**src/rtl/xbs_pkg.sv**
```systemverilog
// Shared types for the external bus strobe generator.
package xbs_pkg;
    localparam int NPIN   = 3;
    localparam int PIN_RW = 0;
    localparam int PIN_LB = 1;
    localparam int PIN_DE = 2;

    typedef enum logic [1:0] {
        MODE_SC_NORM  = 2'd0,
        MODE_SC_SPEC  = 2'd1,
        MODE_EXP_NORM = 2'd2,
        MODE_EXP_SPEC = 2'd3
    } xbs_mode_e;

    typedef struct packed {
        logic write;
        logic word;
        logic odd;
    } xbs_attr_t;
endpackage

```
**src/rtl/xbs_phase.sv**
```systemverilog
// Quarter-phase generator: a divide-by-four counter on the fast clock.
// Assumes the E clock is high during quarters 2 and 3.
module xbs_phase (
    input  logic       clk,
    input  logic       rst_n,
    output logic [1:0] qph,
    output logic       eclk,
    output logic       last_q
);
    // Advance the quarter counter every fast clock.
    always_ff @(posedge clk) begin
        if (!rst_n) qph <= 2'd0;
        else        qph <= qph + 2'd1;
    end

    // Derive E clock and end-of-period flag.
    always_comb begin
        eclk   = qph[1];
        last_q = (qph == 2'd3);
    end
endmodule

```
**src/rtl/xbs_seq.sv**
```systemverilog
// Access sequencer: accepts a held request at the end of an E period,
// counts 1+stretch E periods, then pulses done for one fast clock.
// Assumes the requester drops req on seeing done.
module xbs_seq import xbs_pkg::*; #(
    parameter int STRETCH_W = 2
) (
    input  logic                 clk,
    input  logic                 rst_n,
    input  logic                 last_q,
    input  logic                 req,
    input  xbs_attr_t            attr,
    input  logic [STRETCH_W-1:0] stretch,
    output logic                 busy,
    output xbs_attr_t            attr_q,
    output logic                 stretched,
    output logic                 remain_zero,
    output logic                 done
);
    logic [STRETCH_W-1:0] remain;

    // Track the access through its E periods and issue completion.
    always_ff @(posedge clk) begin
        if (!rst_n) begin
            busy      <= 1'b0;
            remain    <= '0;
            attr_q    <= '0;
            stretched <= 1'b0;
            done      <= 1'b0;
        end else begin
            done <= 1'b0;
            if (last_q) begin
                if (busy) begin
                    if (remain == '0) begin
                        busy <= 1'b0;
                        done <= 1'b1;
                    end else begin
                        remain <= remain - 1'b1;
                    end
                end else if (req) begin
                    busy      <= 1'b1;
                    remain    <= stretch;
                    stretched <= (stretch != '0);
                    attr_q    <= attr;
                end
            end
        end
    end

    // Flag the final E period of the access.
    always_comb remain_zero = (remain == '0);
endmodule

```
**src/rtl/xbs_pinmux.sv**
```systemverilog
// One pin's selector between its bus function and general-purpose I/O.
// Assumes func_sel is stable within a clock.
module xbs_pinmux (
    input  logic func_sel,
    input  logic func_val,
    input  logic gpio_val,
    input  logic gpio_dir,
    output logic pin_val,
    output logic pin_drv
);
    // Choose the pin source and its drive enable.
    always_comb begin
        pin_val = func_sel ? func_val : gpio_val;
        pin_drv = func_sel ? 1'b1     : gpio_dir;
    end
endmodule

```
**src/rtl/xbus_strobe_gen.sv**
```systemverilog
// External bus strobe generator top. Builds read/write, low-byte strobe
// and data-bus enable from the quarter phase, the access sequencer and
// the pin-function register, and routes each through its own pin mux.
// Assumes one access in flight, with the request held until done.
module xbus_strobe_gen import xbs_pkg::*; #(
    parameter int STRETCH_W = 2
) (
    input  logic                 clk,
    input  logic                 rst_n,
    input  logic [1:0]           mode,
    input  logic                 cfg_we,
    input  logic [2:0]           cfg_wdata,
    input  logic                 req,
    input  logic                 req_write,
    input  logic                 req_word,
    input  logic                 req_odd,
    input  logic [STRETCH_W-1:0] req_stretch,
    input  logic                 tag_lo,
    input  logic [2:0]           gpio_out,
    input  logic [2:0]           gpio_dir,
    output logic                 eclk,
    output logic                 done,
    output logic [2:0]           pin_out,
    output logic [2:0]           pin_oe
);
    logic [2:0]  en_q;
    logic [1:0]  qph;
    logic        last_q;
    logic        busy, stretched, remain_zero, de_act;
    xbs_attr_t   attr_in, attr_q;
    logic [NPIN-1:0] func_sel, func_val;

    // Hold the pin-function enable bits.
    always_ff @(posedge clk) begin
        if (!rst_n)      en_q <= 3'b000;
        else if (cfg_we) en_q <= cfg_wdata;
    end

    xbs_phase u_phase (
        .clk    (clk),
        .rst_n  (rst_n),
        .qph    (qph),
        .eclk   (eclk),
        .last_q (last_q)
    );

    // Pack the request attributes for the sequencer.
    always_comb attr_in = '{write: req_write, word: req_word, odd: req_odd};

    xbs_seq #(.STRETCH_W(STRETCH_W)) u_seq (
        .clk         (clk),
        .rst_n       (rst_n),
        .last_q      (last_q),
        .req         (req),
        .attr        (attr_in),
        .stretch     (req_stretch),
        .busy        (busy),
        .attr_q      (attr_q),
        .stretched   (stretched),
        .remain_zero (remain_zero),
        .done        (done)
    );

    // Data-bus enable window: E-high of reads, last quarter if stretched.
    always_comb de_act = busy && !attr_q.write && eclk &&
                         (!stretched || (remain_zero && last_q));

    // Bus-function selection and values for each strobe pin.
    always_comb begin
        func_sel[PIN_RW] = en_q[0];
        func_val[PIN_RW] = !(busy && attr_q.write);
        func_sel[PIN_LB] = en_q[1];
        if (mode == MODE_EXP_SPEC && !eclk)
            func_val[PIN_LB] = tag_lo;
        else
            func_val[PIN_LB] = !(busy && (attr_q.word || attr_q.odd));
        func_sel[PIN_DE] = mode[1] && !en_q[2];
        func_val[PIN_DE] = !de_act;
    end

    for (genvar i = 0; i < NPIN; i++) begin : g_pin
        xbs_pinmux u_mux (
            .func_sel (func_sel[i]),
            .func_val (func_val[i]),
            .gpio_val (gpio_out[i]),
            .gpio_dir (gpio_dir[i]),
            .pin_val  (pin_out[i]),
            .pin_drv  (pin_oe[i])
        );
    end
endmodule

```
**config.mk**
```make
export PLATFORM = sky130hd
export DESIGN_NAME = xbus_strobe_gen
export DESIGN_NICKNAME = d
export VERILOG_FILES = /design/src/rtl/xbs_pkg.sv /design/src/rtl/xbs_phase.sv /design/src/rtl/xbs_seq.sv /design/src/rtl/xbs_pinmux.sv /design/src/rtl/xbus_strobe_gen.sv
export SDC_FILE = /design/constraint.sdc
export NUM_CORES = 1
export LEC_CHECK = 0
export ABC_AREA = 1
export CORE_ASPECT_RATIO = 1.25
export CORE_MARGIN = 5
export CORE_UTILIZATION = 40
export CTS_CLUSTER_DIAMETER = 50
export DETAILED_ROUTE_END_ITERATION = 7
export PLACE_DENSITY = 0.74
export SLEW_MARGIN = 20
export SYNTH_ARGS = -nofsm -noshare
export SYNTH_HDL_FRONTEND = slang
export SYNTH_HIERARCHICAL = 1
export SYNTH_SLANG_ARGS = --single-unit
```
**constraint.sdc**
```tcl
create_clock -name clk -period 1.2 [get_ports clk]
set_input_delay 0.24 -clock clk [delete_from_list [all_inputs] [get_ports clk]]
set_output_delay 0.24 -clock clk [all_outputs]
set_load 0.01 [all_outputs]
```
Word-level counts from Yosys, hierarchy flattened
Index checks and enable logic that the tools add are counted.
Cells by class
  $add $sub $neg: 2
  equality and inequality tests: 3
  muxes and demuxes: 14
  bitwise gates (word level): 1
  reduce and logical (&&, ||, !) cells: 23
Operators with widths (count)
  2-to-1 mux 1 bit: 11
  AND reduction 3 bit: 3
  logical AND 1 bit: 8
  zero test 1 bit: 7
  2-to-1 mux 2 bit: 3
  equality test 2 bit (second input constant): 2
  nonzero test 2 bit: 2
  adder 2 x 1 -> 2 bit (second input constant): 1
  zero test 2 bit: 1
  logical OR 1 bit: 2
  != test 2 bit (second input constant): 1
  subtractor 2 x 1 -> 2 bit (second input constant): 1
  NOT 1 bit: 1
Storage, ports and cells
  flip-flop bits (word level): 13
  output and inout port bits: 8

Logic depth before layout (Yosys ltp)
  depth in word-level cells: 6
  mapped depth: 7

Cells and area by module
The synthesis kept the hierarchy.
By module, submodules not included
  xbs_seq: instances 1, cells each 53, area an instance 365.4 um^2
  xbus_strobe_gen: instances 1, cells each 26, area an instance 157.7 um^2
  xbs_phase: instances 1, cells each 8, area an instance 77.6 um^2
  xbs_pinmux: instances 3, cells each 5, area an instance 21.3 um^2

Worst setup path before layout
No wires, ideal clock.
  kind: flip-flop to output port
  start point: register u_phase.qph[1]
  end point: output pin_out[2]
  arrival: 0.979 ns
  slack: -0.019 ns
  stages on the path, launching flop included: 7
  buffers on the path: 0
  cell sequence: dfxtp_1 -> ha_1 -> nand2_1 -> nand2_1 -> nand4_1 -> nand2_1 -> nand2_1
Between the ends
  word-level cells in the longest chain between the ends: 6
  elaborated cells between the ends (all ways): 7
  classes of those cells: 1 x eq/ne; 1 x mux; 5 x reduce/logical
Ends and longest elaborated chain
  start: declaration: line xbs_phase.sv:6  | output logic [1:0] qph,
  start signal: assignment: line xbs_phase.sv:13  | else qph <= qph + 2'd1;
  equality test 2 bit: line xbs_phase.sv:19  | last_q = (qph == 2'd3);
  net last_q: line xbus_strobe_gen.sv:28  | logic last_q;
  logical AND 1 bit: line xbus_strobe_gen.sv:66  | (!stretched || (remain_zero && last_q));
  logical OR 1 bit: line xbus_strobe_gen.sv:66
  logical AND 1 bit: line xbus_strobe_gen.sv:65  | always_comb de_act = busy && !attr_q.write && eclk &&
  zero test 1 bit: line xbus_strobe_gen.sv:78  | func_val[PIN_DE] = !de_act;
  net func_val[2]: line xbus_strobe_gen.sv:31  | logic [NPIN-1:0] func_sel, func_val;
  2-to-1 mux 1 bit: line xbs_pinmux.sv:13  | pin_val = func_sel ? func_val : gpio_val;
  end: declaration: line xbus_strobe_gen.sv:23  | output logic [2:0] pin_out,
The timed path passes the listed nets, and every way through them passes these cells.

Worst setup path after layout
  start point: register u_seq.remain[0]
  end point: output pin_out[2]
Between the ends
  word-level cells in the longest chain between the ends: 6
Ends and longest elaborated chain
  start: declaration: line xbs_seq.sv:19  | logic [STRETCH_W-1:0] remain;
  start signal: assignment: line xbs_seq.sv:37  | remain <= remain - 1'b1;
  start signal: assignment: line xbs_seq.sv:41  | remain <= stretch;
  zero test 2 bit: line xbs_seq.sv:50  | always_comb remain_zero = (remain == '0);
  net remain_zero: line xbus_strobe_gen.sv:29  | logic busy, stretched, remain_zero, de_act;
  logical AND 1 bit: line xbus_strobe_gen.sv:66
  logical OR 1 bit: line xbus_strobe_gen.sv:66
  logical AND 1 bit: line xbus_strobe_gen.sv:65
  zero test 1 bit: line xbus_strobe_gen.sv:78
  net func_val[2]: line xbus_strobe_gen.sv:31
  2-to-1 mux 1 bit: line xbs_pinmux.sv:13
The timed path passes the listed nets, and every way through them passes these cells.

==> results.toml <==
[place]
gpl.final_weighted_congestion = 0.712
dp_hpwl_um = 1300
post_dp_cell_area_um2 = 1000
numPlacedInstances = 153
post-place-ws_ns = -0.643
placement.io_buffers = 28

[drt]
firstDrtPassIters = 4
route.detailed.vias_per_inst = 4.74
first_iter_violations = 9
routed-via-count = 758
final_antenna_net_count = 0
route.detailed.drc = 0
wl_per_cell_um = 11.6
routed_wl_um = 1860

[critical_path]
critical-path-top-delay-family = "flip-flops"
critical-path-max-stage-delay_ns = 0.32
path_class = "register to output pin"
timing.critical_path.required_ns = 0.96
crit-reg2reg-launch = "u_phase/qph[1]"
cp_max_fo = 2
timing.critical_path.to_type = "output pin"
worst_ep_arrival_time_ns = 1.22
timing.critical_path.from_type = "register"
crit_slowest_cell = "sky130_fd_sc_hd__dfxtp_2"
ff2ff_setup_slack_ns = 0.05
worstPathBufferInverterCount = 2
critical_path.cell_chain = "inv_2, ha_4, nand2_2, nand2_2, nand4_1, nand2_1, nand2_1, buf_2"
rr_endpoint = "u_seq/attr_q[2]"
r2r.worst_path.cells = 6

[global_route]
grt_max_degree = 12
number_of_global_route_vias_before_repair = 726
antenna_violations_before_repair = 0
grt_first_pass_wirelength_um = 2980
total_global_routing_track_utilization = 0.153
grt.overflow.total = 0

[cts]
number_of_cts_inserted_buffers = 3
cts.hold.buffers_added = 0
clock_insertion_delay_worst_skew_ns = 0.27
cts_htree_levels = 1
ctsLongestPathBuffers = 2
clk_pin_slew_ns = 0.08
tritoncts = "built"
count_of_clock_tree_sinks = 13
ctsRootBufferMaster = "sky130_fd_sc_hd__clkbuf_4"

[die]
start_util = 0.421
floorplan.die_area_um2 = 2560
dieHeight_um = 55.3
die_width_um = 46.2
top_level_ports = 29
rows = 16
floorplan.core_area_um2 = 1560

[pwr]
cellPowerDensity_nw_per_um2 = 901
vdd.ir_drop.worst_mv = 0.736
report.power.total_mw = 0.990
leakage_power_figure_nw = 0.529

[sta]
timing.final.crit_share = 1.22
grt_setup_unrepaired = "yes"
worst_clock_skew_ns = 0.00356
final_period_minus_worst_setup_slack_ns = 1.46
fin_ws_ns = -0.261
timing_hold_violations_final = 0
tightestPinTransition_ns = 0.204
fin_worst_hold_slack_ns = 0.472
timing.max_slew.rel_slack = 0.863
setup_viol_count_final = 6
maxClockFrequency_mhz = 684
setup_tns_ns = -0.588
timing_max_transition_violations_final = 0

[cells_and_area]
multiInputGateArea_um2 = 378
area.sequential_um2 = 273
postLayoutCellArea_um2 = 1100
post-route-util = 0.704
layoutNonFillerInstCount = 160
num_antenna_cells = 0
fillCellCount = 149
synthToLayoutAreaGrowth_pct = 67.2
final_net_count = 166
post_route_cells_drive_above_1_share = 0.296

[hold_path]
hold_end = "u_seq/attr_q[0]"
hold_path.startpoint = "u_seq/attr_q[0]"
worstHoldPathType = "register to register"
worst_hold_path.num_cells = 2

[logic_synthesis]
number_of_standard_cells_after_synthesis = 101
synth_warnings = 6
postSynthAreaPerCell_um2 = 6.50
synth.cell_area_um2 = 657
postSynthNetCount = 124

[outcome]
status = "finished, violations left"
failed_checks = "negative setup slack"

[job]
timing.max_cap.violations = 0
[repair_timing]
item / CTS / global route
endpoints found under the hold margin: 0 / 0
buffers inserted: 1 / 1
gates cloned: 0 / 1
pin swaps: 8 / 2
gates resized for setup: 43 / 17
setup endpoints to repair: 12 / 14
[power by group]
part | internal, mW | switching, mW | total, mW | leakage [nW]
Sequential | 0.454 | 0.0174 | 0.472 | 0.109
Combinational | 0.141 | 0.105 | 0.246 | 0.404
Clock | 0.129 | 0.144 | 0.273 | 0.0150
[worst reg2reg max path: stages (launching register included)]
cell and delay, ns:
sky130_fd_sc_hd__dfxtp_4 0.37, sky130_fd_sc_hd__ha_4 0.14, sky130_fd_sc_hd__buf_4 0.14, sky130_fd_sc_hd__nand3_4 0.12, sky130_fd_sc_hd__inv_4 0.08, sky130_fd_sc_hd__nand2_1 0.06
sky130_fd_sc_hd__a21oi_1 0.15
[worst max path at each step]
stage                    start          to  slack [ns]  cells past startpoint
2_1_floorplan   u_phase/qph[1]  pin_out[2]       0.003                      6
3_3_place_gp           mode[1]  pin_out[2]       -0.60                      6
3_5_place_dp           mode[1]   pin_oe[2]       -0.64                      5
4_1_cts        u_seq/remain[1]  pin_out[2]       -0.32                      8
5_1_grt        u_seq/remain[0]  pin_out[2]       -0.35                      8
6_report       u_seq/remain[0]  pin_out[2]       -0.26                      8
[routing by layer]
| metal | vias to the layer above | wire, um | global-route usage |
|---|---|---|---|
| li1 | 393 | - | - |
| met1 | 345 | 736 | 0.171 |
| met2 | 16 | 1030 | 0.266 |
| met3 | 4 | 60 | 0.0390 |
| met4 | 0 | 30 | 0.0528 |
| met5 | - | 0 | 0 |
[layout by cell type (no fill, tap or decap), drive strengths merged]
master and count:
or2 3, dfxtp 13, o21ai 5, nor2 13
clkdlybuf4s15 1, inv 18, nor3 1, clkbuf 4
ha 2, buf 15, clkdlybuf4s50 16, dlygate4sd2 5
nand3 7, nand2 32, nand4 2, a21oi 5
[cell type report]
type | instances | area share
Multi-Input combinational cell | 70 | 0.344
Timing Repair Buffer | 37 | 0.297
Sequential cell | 13 | 0.248
Inverter | 18 | 0.0661
Clock buffer | 4 | 0.0239
Tap cell | 18 | 0.0205
[sequential cells by signal (all words and copies together) (netlist names)]
| signal | cells |
|---|---|
| u_seq/remain | 2 |
| u_seq/attr_q | 3 |
| u_seq/stretched | 1 |
| u_phase/qph | 2 |
| en_q | 3 |
| u_seq/done | 1 |
| u_seq/busy | 1 |
Note: power is estimated with default switching activity, not from simulation.
